<file path="src/rtl/cmd_line_pkg.sv">
package cmd_line_pkg;

  typedef enum logic [1:0] {
    SEL_START = 2'd0,
    SEL_STOP  = 2'd1,
    SEL_RESET = 2'd2,
    SEL_RSVD  = 2'd3
  } cmd_sel_e;

  localparam int OPC_W = 4;

  // opcode per command select
  function automatic logic [OPC_W-1:0] opcode_of(input cmd_sel_e sel);
    case (sel)
      SEL_START: opcode_of = 4'b1100;
      SEL_STOP:  opcode_of = 4'b1010;
      SEL_RESET: opcode_of = 4'b1001;
      default:   opcode_of = 4'b1111;
    endcase
  endfunction

endpackage

</file>
<file path="src/rtl/cl_checksum.sv">
module cl_checksum #(
  parameter int DATA_W = 40,
  parameter int CS_W   = 8
) (
  input  logic [DATA_W-1:0] data,
  output logic [CS_W-1:0]   csum
);
  localparam int NSLICE = DATA_W / CS_W;

  logic [CS_W-1:0] acc [NSLICE+1];

  assign acc[0] = '0;

  // fold every byte of the payload with XOR
  for (genvar g = 0; g < NSLICE; g++) begin : g_fold
    assign acc[g+1] = acc[g] ^ data[g*CS_W +: CS_W];
  end

  assign csum = acc[NSLICE];
endmodule

</file>
<file path="src/rtl/cl_train_ctr.sv">
module cl_train_ctr #(
  parameter int ID_W = 32
) (
  input  logic            clk,
  input  logic            rst,
  input  logic            inc,
  input  logic            load,
  input  logic [ID_W-1:0] load_val,
  output logic [ID_W-1:0] cnt
);
  always_ff @(posedge clk) begin
    if (rst)       cnt <= '0;
    else if (load) cnt <= load_val + ID_W'(1);
    else if (inc)  cnt <= cnt + ID_W'(1);
  end


  ctr_step_chk: assert property (@(posedge clk) disable iff (rst)
    (inc && !load) |=> (cnt == $past(cnt) + ID_W'(1)));


  ctr_load_chk: assert property (@(posedge clk) disable iff (rst)
    load |=> (cnt == $past(load_val) + ID_W'(1)));
endmodule

</file>
<file path="src/rtl/cl_serializer.sv">
module cl_serializer #(
  parameter int FRAME_W = 52,
  parameter int CNT_W   = 6
) (
  input  logic               clk,
  input  logic               rst,
  input  logic               start,
  input  logic [FRAME_W-1:0] frame,
  input  logic [CNT_W-1:0]   len,
  output logic               ser_out,
  output logic               ready
);
  logic [FRAME_W-1:0] shreg;
  logic [CNT_W-1:0]   remaining;

  always_ff @(posedge clk) begin
    if (rst) begin
      shreg     <= '0;
      remaining <= '0;
      ser_out   <= 1'b0;
      ready     <= 1'b1;
    end else if (start) begin
      ser_out   <= frame[FRAME_W-1];
      shreg     <= frame << 1;
      remaining <= len - CNT_W'(1);
      ready     <= (len == CNT_W'(1));
    end else if (remaining != '0) begin
      ser_out   <= shreg[FRAME_W-1];
      shreg     <= shreg << 1;
      remaining <= remaining - CNT_W'(1);
      ready     <= (remaining == CNT_W'(1));
    end else begin
      ser_out   <= 1'b0;
      ready     <= 1'b1;
    end
  end


  idle_low_chk: assert property (@(posedge clk) disable iff (rst)
    (ready && !start) |=> !ser_out);


  first_bit_chk: assert property (@(posedge clk) disable iff (rst)
    start |=> ser_out);


  busy_chk: assert property (@(posedge clk) disable iff (rst)
    (start && len > CNT_W'(1)) |=> !ready);
endmodule

</file>
<file path="src/rtl/cmd_line_tx.sv">
module cmd_line_tx
  import cmd_line_pkg::*;
#(
  parameter int ID_W  = 32,
  parameter int PAT_W = 8,
  parameter int CS_W  = 8
) (
  input  logic             clk,
  input  logic             rst,
  input  logic             req_valid,
  input  logic [1:0]       req_cmd,
  input  logic             ext_id_en,
  input  logic [ID_W-1:0]  ext_train_id,
  input  logic [PAT_W-1:0] pattern_id,
  output logic             ser_out,
  output logic             ready,
  output logic             drop
);
  localparam int PAY_W   = ID_W + PAT_W;
  localparam int FRAME_W = OPC_W + PAY_W + CS_W;
  localparam int CNT_W   = $clog2(FRAME_W + 1);

  cmd_sel_e           sel;
  logic               accept, is_start;
  logic [ID_W-1:0]    ctr_val, tid;
  logic [CS_W-1:0]    csum;
  logic [FRAME_W-1:0] frame;
  logic [CNT_W-1:0]   len;

  assign sel      = cmd_sel_e'(req_cmd);
  assign accept   = req_valid && ready;
  assign is_start = (sel == SEL_START);
  assign tid      = ext_id_en ? ext_train_id : ctr_val;

  cl_train_ctr #(.ID_W(ID_W)) u_ctr (
    .clk      (clk),
    .rst      (rst),
    .inc      (accept && is_start && !ext_id_en),
    .load     (accept && is_start && ext_id_en),
    .load_val (ext_train_id),
    .cnt      (ctr_val)
  );

  cl_checksum #(.DATA_W(PAY_W), .CS_W(CS_W)) u_cs (
    .data (PAY_W'({tid, pattern_id})),
    .csum (csum)
  );

  always_comb begin
    if (is_start) begin
      frame = {opcode_of(sel), tid, pattern_id, csum};
      len   = CNT_W'(FRAME_W);
    end else begin
      frame = {opcode_of(sel), {(FRAME_W-OPC_W){1'b0}}};
      len   = CNT_W'(OPC_W);
    end
  end

  cl_serializer #(.FRAME_W(FRAME_W), .CNT_W(CNT_W)) u_ser (
    .clk     (clk),
    .rst     (rst),
    .start   (accept),
    .frame   (frame),
    .len     (len),
    .ser_out (ser_out),
    .ready   (ready)
  );

  always_ff @(posedge clk) begin
    if (rst) drop <= 1'b0;
    else     drop <= req_valid && !ready;
  end


  drop_flag_chk: assert property (@(posedge clk) disable iff (rst)
    (req_valid && !ready) |=> drop);


  no_false_drop_chk: assert property (@(posedge clk) disable iff (rst)
    (!req_valid) |=> !drop);
endmodule

</file>
<file path="config.mk">
export PLATFORM = sky130hd
export DESIGN_NAME = cmd_line_tx
export DESIGN_NICKNAME = d
export VERILOG_FILES = /design/src/rtl/cmd_line_pkg.sv /design/src/rtl/cl_checksum.sv /design/src/rtl/cl_train_ctr.sv /design/src/rtl/cl_serializer.sv /design/src/rtl/cmd_line_tx.sv
export SDC_FILE = /design/constraint.sdc
export NUM_CORES = 1
export LEC_CHECK = 0
export ABC_AREA = 0
export BUFFER_PORTS_ARGS = -buffer_cell sky130_fd_sc_hd__buf_2
export CORE_MARGIN = 2
export CORE_UTILIZATION = 61
export CTS_BUF_LIST = sky130_fd_sc_hd__clkbuf_16
export DETAILED_ROUTE_END_ITERATION = 8
export HOLD_SLACK_MARGIN = 0.06
export MAX_ROUTING_LAYER = met4
export PLACE_DENSITY = 0.81
export SETUP_SLACK_MARGIN = 0.15
export SYNTH_ARGS = -nofsm -noshare
export SYNTH_HDL_FRONTEND = slang
export SYNTH_SLANG_ARGS = --single-unit
</file>
<file path="constraint.sdc">
create_clock -name clk -period 5.2 [get_ports clk]
set_clock_uncertainty 0.05 [all_clocks]
set_input_delay 1.3 -clock clk [delete_from_list [all_inputs] [get_ports clk]]
set_output_delay 1.3 -clock clk [all_outputs]
set_load 0.05 [all_outputs]
</file>
# --- Word-level counts from Yosys, hierarchy flattened ---
# Cells that the tools add are included.
totals:
  register_bits: 92
op_classes:
  bitwise_logic: 4
  muxes: 14
  eq_ne: 4
  n_reduce_logical: 11
  add_sub_neg: 4
op_table:
  columns: ["op", "count"]
  rows:
  - ["$mux 52", 2]
  - ["$mux 32", 3]
  - ["$add 32x1->32 const B", 2]
  - ["$mux 51", 1]
  - ["$xor 8x8->8", 4]
  - ["$mux 6", 3]
  - ["$eq 6x1->1 const B", 2]
  - ["$sub 6x1->6 const B", 2]
  - ["$pmux 3 s2", 1]
  - ["$reduce_bool 6->1", 1]
  - ["$logic_and 1x1->1", 5]
  - ["$mux 1", 4]
  - ["$reduce_bool 2->1", 2]
  - ["$eq 2x1->1 const B", 1]
  - ["$eq 2x2->1 const B", 1]
  - ["$logic_not 1->1", 2]
  - ["$logic_not 2->1", 1]

# --- Longest topological paths before layout ---
# Gate-level depths: netlist (run 1).
depth:
  depth_word: 7
  depth_mapped: 16

# --- Cells and area by module ---
# A second synthesis (run 1) with hierarchy kept.
unflattened:
  cells_unflattened: 815
  area_unflattened_um2: 6741.5
by_module_without_submodules:
  columns: ["module", "area_per_inst_um2", "seq_area_each_um2", "instances", "cells_per_inst"]
  rows:
  - ["cl_serializer", 2825.2, 1181.1, 1, 353]
  - ["cl_train_ctr", 2618.8, 640.6, 1, 332]
  - ["cmd_line_tx", 977.2, 20.0, 1, 106]
  - ["cl_checksum", 320.3, 0.0, 1, 24]

# --- Least setup slack after synthesis (run 1) ---
# OpenSTA, ideal clock, no wires.
synth_timing:
  path_kind: "input port to flip-flop"
  from: "in req_cmd[0]"
  to: "reg u_ctr.cnt[28]"
  t_required_ns: 5.033
  setup_ns: 0.117
  arrival_time_ns: 3.874
  cell_stages: 16
  setup_slack_ns: 1.159
  path_cell_list: "inv_1 > ha_1 > and4_4 > buf_6 > buf_4 > buf_2 > buf_1 > nand2_1 > nand2_1 > ha_1 > clkbuf_1 > o221ai_1 > clkbuf_1 > a211oi_1 > mux2i_1 > nand2_1"
synth_via:
  elab_chain_len: 4
  word_cells_on_any_way: 6
synth_lines:
  columns: ["element", "line_no", "source"]
  rows:
  - ["from (decl)", "cmd_line_tx.sv:11", "input logic [1:0] req_cmd,"]
  - ["$logic_not 2->1 (*)", "cmd_line_tx.sv:32", "assign is_start = (sel == SEL_START);"]
  - ["$logic_and 1x1->1 (*)", "cmd_line_tx.sv:38, cmd_line_tx.sv:39", null]
  - ["$logic_and 1x1->1 (on tied branches)", "cmd_line_tx.sv:39, cmd_line_tx.sv:38", null]
  - ["$mux 32 / $reduce_bool 2->1 (equally long branches)", null, null]
  - ["to (signal assigned)", "cl_train_ctr.sv:13", "else if (load) cnt <= load_val + ID_W'(1);"]
  - ["to (signal assigned)", "cl_train_ctr.sv:14", "else if (inc) cnt <= cnt + ID_W'(1);"]
  - ["to (decl)", "cl_train_ctr.sv:9", "output logic [ID_W-1:0] cnt"]
# Mark *: on every way between the ends. The rest lies on a longest branch, timed or not.
# A chain may end at the register's enable or synchronous reset.

# --- Worst setup path after layout (run 1) ---
# Ends and elaborated chain as after synthesis.

==> results of run 1 <==
[cell families (layout without fill, tap and decap cells)]
logic type	Yosys count	in the layout	synth area share
and+or+nand+nor	283	283	0.2151
AOI/OAI and AO/OA	225	225	0.2399
DFF	92	92	0.2876
buffers and inverters	83	80	0.05315
adders and majority gates	7	7	0.01368
muxes	74	74	0.1166
xor gates and xnor gates	54	54	0.07386
[per-layer routing]
layer,global-route usage,vias up
met2,0.5504,268
met5,-,-
met3,0.03433,32
li1,-,3011
met1,0.4535,3116
met4,0.1132,0
[metrics by stage]
step | area (sq um) | power (mW)
2_1_floorplan | 6404 | 1.569
3_3_place_gp | 6580 | 1.730
3_5_place_dp | 6580 | 1.763
4_1_cts | 6888 | 2.451
5_1_grt | 6888 | 2.574
6_report | 6888 | 2.456
[power breakdown]
group	switching, mW	internal (mW)	total, mW
Sequential	0.0805	0.799	0.880
Combinational	0.554	0.329	0.884
Clock	0.311	0.381	0.692
[layout make-up]
cell class              instances  area, sq um
clock inverters                 7        82.58
well taps                     136        170.2
multi-input cells             643         4228
clock buffers                   9        225.2
fillers                       868         3390
repair buffers                 58        317.8
inverters                       6        22.52
flip-flops and latches         92         1842
[worst max-delay path, stage by stage]
cell	delay, ns
buf_2	0.11
inv_1	0.07
ha_1	0.15
buf_4	0.24
and4_4	0.61
nand2_1	0.10
nand2_1	0.08
ha_1	0.38
o221ai_1	0.54
a211oi_1	0.40
mux2i_1	0.22
nand2_1	0.07
[worst paths after layout]
kind                    end  slack (ns)  cells after the start
min reg2reg  u_ser.shreg[1]        0.43                      2
min          u_ser.shreg[1]        0.43                      2
max           u_ctr.cnt[28]        1.09                     12
max reg2reg   u_ctr.cnt[28]        2.07                      8
[layout by cell type (no fill, tap or decap), types with 32 or more instances in the layout]
master   synthesis  layout
o21ai_0         41      41
buf_2            8      47
dfxtp_1         92      92
nand3_1         34      33
o22a_1          32      32
a21oi_1         59      59
mux2i_1         69      69
nor2_1          58      58
xnor2_1         34      34
nand2_1         93      93
[flip-flops by register name, summed over array words and instances, names as in the netlist]
| name | cells |
|---|---|
| u_ser.ready | 1 |
| u_ser.remaining | 6 |
| u_ctr.cnt | 32 |
| u_ser.shreg | 51 |
| drop | 1 |
| u_ser.ser_out | 1 |
==> impl_metrics.ini, run 1 <==
[detailed_routing]
vias = 6427
viasPerCell = 6.758
drc = 0
finalWirelength_mm = 18.71
highest_layer = met4
dr.pass1.iters = 7
drtIter0Drc = 570
met2_length_mm = 9.021
ant_nets = 0
routedWlPerCell_um = 19.67
wl_met1_mm = 8.157
dr_wl_met3_mm = 1.193

[synthesis]
syn_nets = 871
yosys_register_bits = 92
synth_edf_count = 0
synth.avg_cell_area_sq_um = 7.828
synthDistinctLibCells = 66
synthTopCellsByCount = nand2_1, dfxtp_1, mux2i_1
synth-seq-area-share = 0.2876
netlist_instances = 818
synth_most_common_cell = nand2_1
async_reset_ff_frac = 0
yosysWarnings = 0
netlist_area_sq_um = 6404
synth_flop_cell = dfxtp_1
synth_area_leaders = dfxtp_1, mux2i_1, nand2_1
synth_top_area_share = 0.2876
post-synth-top-area-cell = dfxtp_1

[timing]
setup_ws_ns = 1.092
timing.slew.headroom = 0.1837
setup_viol = 0
tns_ns = 0
fin_crit_sh = 0.7900
fin_crit_ns = 4.108
hold_violations = 0
clock.fmax_mhz = 243.4
rsz0062_at_grt = no
drv_slew = 0
whs_ns = 0.4334
worst_pin_slew_ns = 1.222

[floorplanning]
die_h_um = 106.5
initial_core_util = 0.6231
die-width_um = 106.5
ioPinCount = 49
die-area_sq_um = 11330
design.core.area_sq_um = 10280
row_count = 37

[worst_hold_path]
hold_class = reg -> reg
hp-start = u_ser.shreg[1]

[worst_setup_path]
crit_path_end_kind = flop
critPathLaunch = req_cmd[0]
r2r-start = u_ser.ready
cp_data_required_time_ns = 5.39
startpoint_type = input port
crit_type = in -> reg
cp_max_fo = 45
worstPathArrival_ns = 4.30

[final_layout]
nets = 863
antenna_cells = 0
drive_above_1_share = 0.1092
final_util = 0.6702
syn_to_final_growth_pct = 7.562
final-instance-count-excl-fill = 951

[cts]
postCtsSetupBuffers = 0
clkTransAtPathRegs_ns = 0.07
root_buffer = clkbuf_16
insertion_delay_ns = 0.35
cts_tree = yes
htreeDepth = 3
numCtsBuffers = 9
numClockSinks = 92
cts_hold_buf = 0
cts.repair.resized = 0
cts_buffer_depth = 2

[pwr]
power_density_nw_per_um2 = 356.5
p_leak_nw = 2.378
ir_drop_uv = 287.7

[global_routing]
grt_max_degree = 61
grt_first_pass_wirelength_mm = 30.24
grt_use_total = 0.3418
antenna_found_initial = 0
overflow = 0
grt_pass1_vias = 5986

[job]
maxCapViolations = 0

[placed_design]
gp_congestion = 0.9907
pre_cts_slack_ns = 0.8082
dp.cells = 935
dp_hpwl_mm = 12.85
port_buffers = 48

[outcome]
status = completed
Note: power is estimated with default switching activity, not from simulation.
==> inputs of run 2 (changes only) <==
- ABC_AREA: 0 -> 1
- CORE_UTILIZATION: 61 -> 55
- PLACE_DENSITY: 0.81 -> 0.77
- clock period: 5.2 -> 3.6 ns (I/O delays scaled with it)
==> impl_metrics.ini, run 2 <==
[cts]
clkTransAtPathRegs_ns = 0.07
root_buffer = clkbuf_16
cts_tree = yes
insertion_delay_ns = 0.35
cts_buffer_depth = 2
numClockSinks = 92
cts.repair.resized = 0
numCtsBuffers = 9
postCtsSetupBuffers = 0
cts_hold_buf = 0
htreeDepth = 3

[synthesis]
yosysWarnings = 0
synthDistinctLibCells = 32
yosys_register_bits = 92
netlist_area_sq_um = 5842
synthTopCellsByCount = nand2_1, inv_1, nand3_1
post-synth-top-area-cell = dfxtp_1
synth_area_leaders = dfxtp_1, nand2_1, nand3_1
synth-seq-area-share = 0.3153
synth_edf_count = 0
async_reset_ff_frac = 0
synth_top_area_share = 0.3153
synth_flop_cell = dfxtp_1
synth.avg_cell_area_sq_um = 6.378
synth_most_common_cell = nand2_1
netlist_instances = 916
syn_nets = 969

[worst_setup_path]
cp_max_fo = 17
crit_path_end_kind = flop
critPathLaunch = req_cmd[0]
r2r_cells = 12
r2r-start = u_ser.ready
worstPathArrival_ns = 3.12
cp_data_required_time_ns = 3.79
crit_type = in -> reg
startpoint_type = input port

[floorplanning]
die-width_um = 107.1
design.core.area_sq_um = 10320
die_h_um = 107.1
die-area_sq_um = 11460
initial_core_util = 0.5659
row_count = 37
ioPinCount = 49

[timing]
fin_crit_ns = 2.929
clock.fmax_mhz = 341.5
timing.slew.headroom = 0.5383
hold_violations = 0
fin_crit_sh = 0.8135
setup_viol = 0
worst_pin_slew_ns = 0.6917
tns_ns = 0
drv_slew = 0
rsz0062_at_grt = no

[pwr]
power_density_nw_per_um2 = 524.8
total_power_mw = 3.399
ir_drop_uv = 412.9
p_leak_nw = 2.777

[final_layout]
largest_reg_flops = 51
syn_to_final_growth_pct = 10.86
layout_common_cells = nand2_1, inv_1, nand3_1
regMostFlops = u_ser.shreg
layout_commonest_cell = nand2_1
nets = 989
reg_top3 = u_ser.shreg (51), u_ctr.cnt (32), u_ser.remaining (6)
drive_above_1_share = 0.1063
final-instance-count-excl-fill = 1077
antenna_cells = 0

[detailed_routing]
viasPerCell = 5.487
ant_nets = 0
vias = 5910
dr.pass1.iters = 5
routedWlPerCell_um = 14.28
drtIter0Drc = 455
finalWirelength_mm = 15.38
drc = 0

[global_routing]
grt_pass1_vias = 5280
overflow = 0
grt_first_pass_wirelength_mm = 25.50
antenna_found_initial = 0
grt_max_degree = 94
grt_use_total = 0.2882

[worst_hold_path]
hold_class = reg -> reg
hp-start = u_ser.shreg[51]
whs_path_depth = 2

[placed_design]
port_buffers = 48
dp_hpwl_mm = 11.04
gp_congestion = 0.9286
dp.cells = 1061

[job]
maxCapViolations = 0

[outcome]
status = completed
run 2: cell types whose count changed after synthesis, sizes merged, moves of 30 or more:
cell / delta
nand2: +125
inv: +109
nand3: +78
mux2i: -68
o21ai: +62
a22oi: +32
o22a: -32
clkbuf: -30
run 2: cells by family (layout without fill, tap and decap cells):
family,Yosys count,after routing,share of synthesized area
simple gates,414,414,0.3048
compound gates,197,197,0.1921
buf+inv,169,194,0.1172
flops,92,92,0.3153
xor+xnor,36,36,0.05397
fa+ha+maj,7,7,0.01499
mux,1,1,0.001713
run 2: power by group:
part / internal [mW] / leakage, nW / total, mW / switching [mW]
Clock: 0.614 / 0.159 / 1.04 / 0.429
Sequential: 1.16 / 0.748 / 1.24 / 0.0813
Combinational: 0.347 / 1.87 / 1.11 / 0.768
run 2: per-layer routing:
| layer | vias to the layer above | part of all wire | track usage |
|---|---|---|---|
| met3 | 20 | 0.068 | 0.06079 |
| met2 | 178 | 0.46 | 0.4435 |
| met4 | 0 | 0.021 | 0.07885 |
| met5 | - | 0 | - |
| met1 | 2694 | 0.45 | 0.3848 |
| li1 | 3018 | - | - |
run 2: layout make-up:
cell class	count	area (sq um)
fill	980	3847
multi-input combinational	655	3323
sequential	92	1842
inverter	116	435.4
timing repair buffer	62	382.9
clock buffer	9	225.2
tap	136	170.2
clock inverter	7	97.59
run 2: per-stage QoR:
stage / util / hold WS [ns] / area, sq um / setup WS [ns]
3_5_place_dp: 0.5960 / 0.4134 / 6153 / 0.3907
5_1_grt: 0.6273 / 0.4466 / 6476 / 0.4937
3_3_place_gp: 0.5960 / 0.4010 / 6153 / 0.4461
6_report: 0.6273 / 0.4287 / 6476 / 0.6714
2_1_floorplan: - / 0.3822 / 5842 / 0.8224
4_1_cts: 0.6273 / 0.4261 / 6476 / 0.7261
run 2: final timing paths:
| check | endpoint | slack (ns) |
|---|---|---|
| worst max-delay path | u_ctr.cnt[21] | 0.67 |
| worst max register to register | u_ctr.cnt[21] | 1.23 |
| worst min register to register | u_ser.shreg[51] | 0.43 |
| worst min-delay path | u_ser.shreg[51] | 0.43 |
run 2: critical path: stages:
cell and delay [ns]:
buf_2 0.11, inv_1 0.07, ha_1 0.28, inv_2 0.08, nor2_4 0.22, buf_4 0.27
nand3_1 0.09, nand2_1 0.15, nand2_1 0.11, nor2_1 0.19, nand2_1 0.11, nor2_2 0.25
a21oi_1 0.11, nor2_1 0.12, nor2_1 0.05
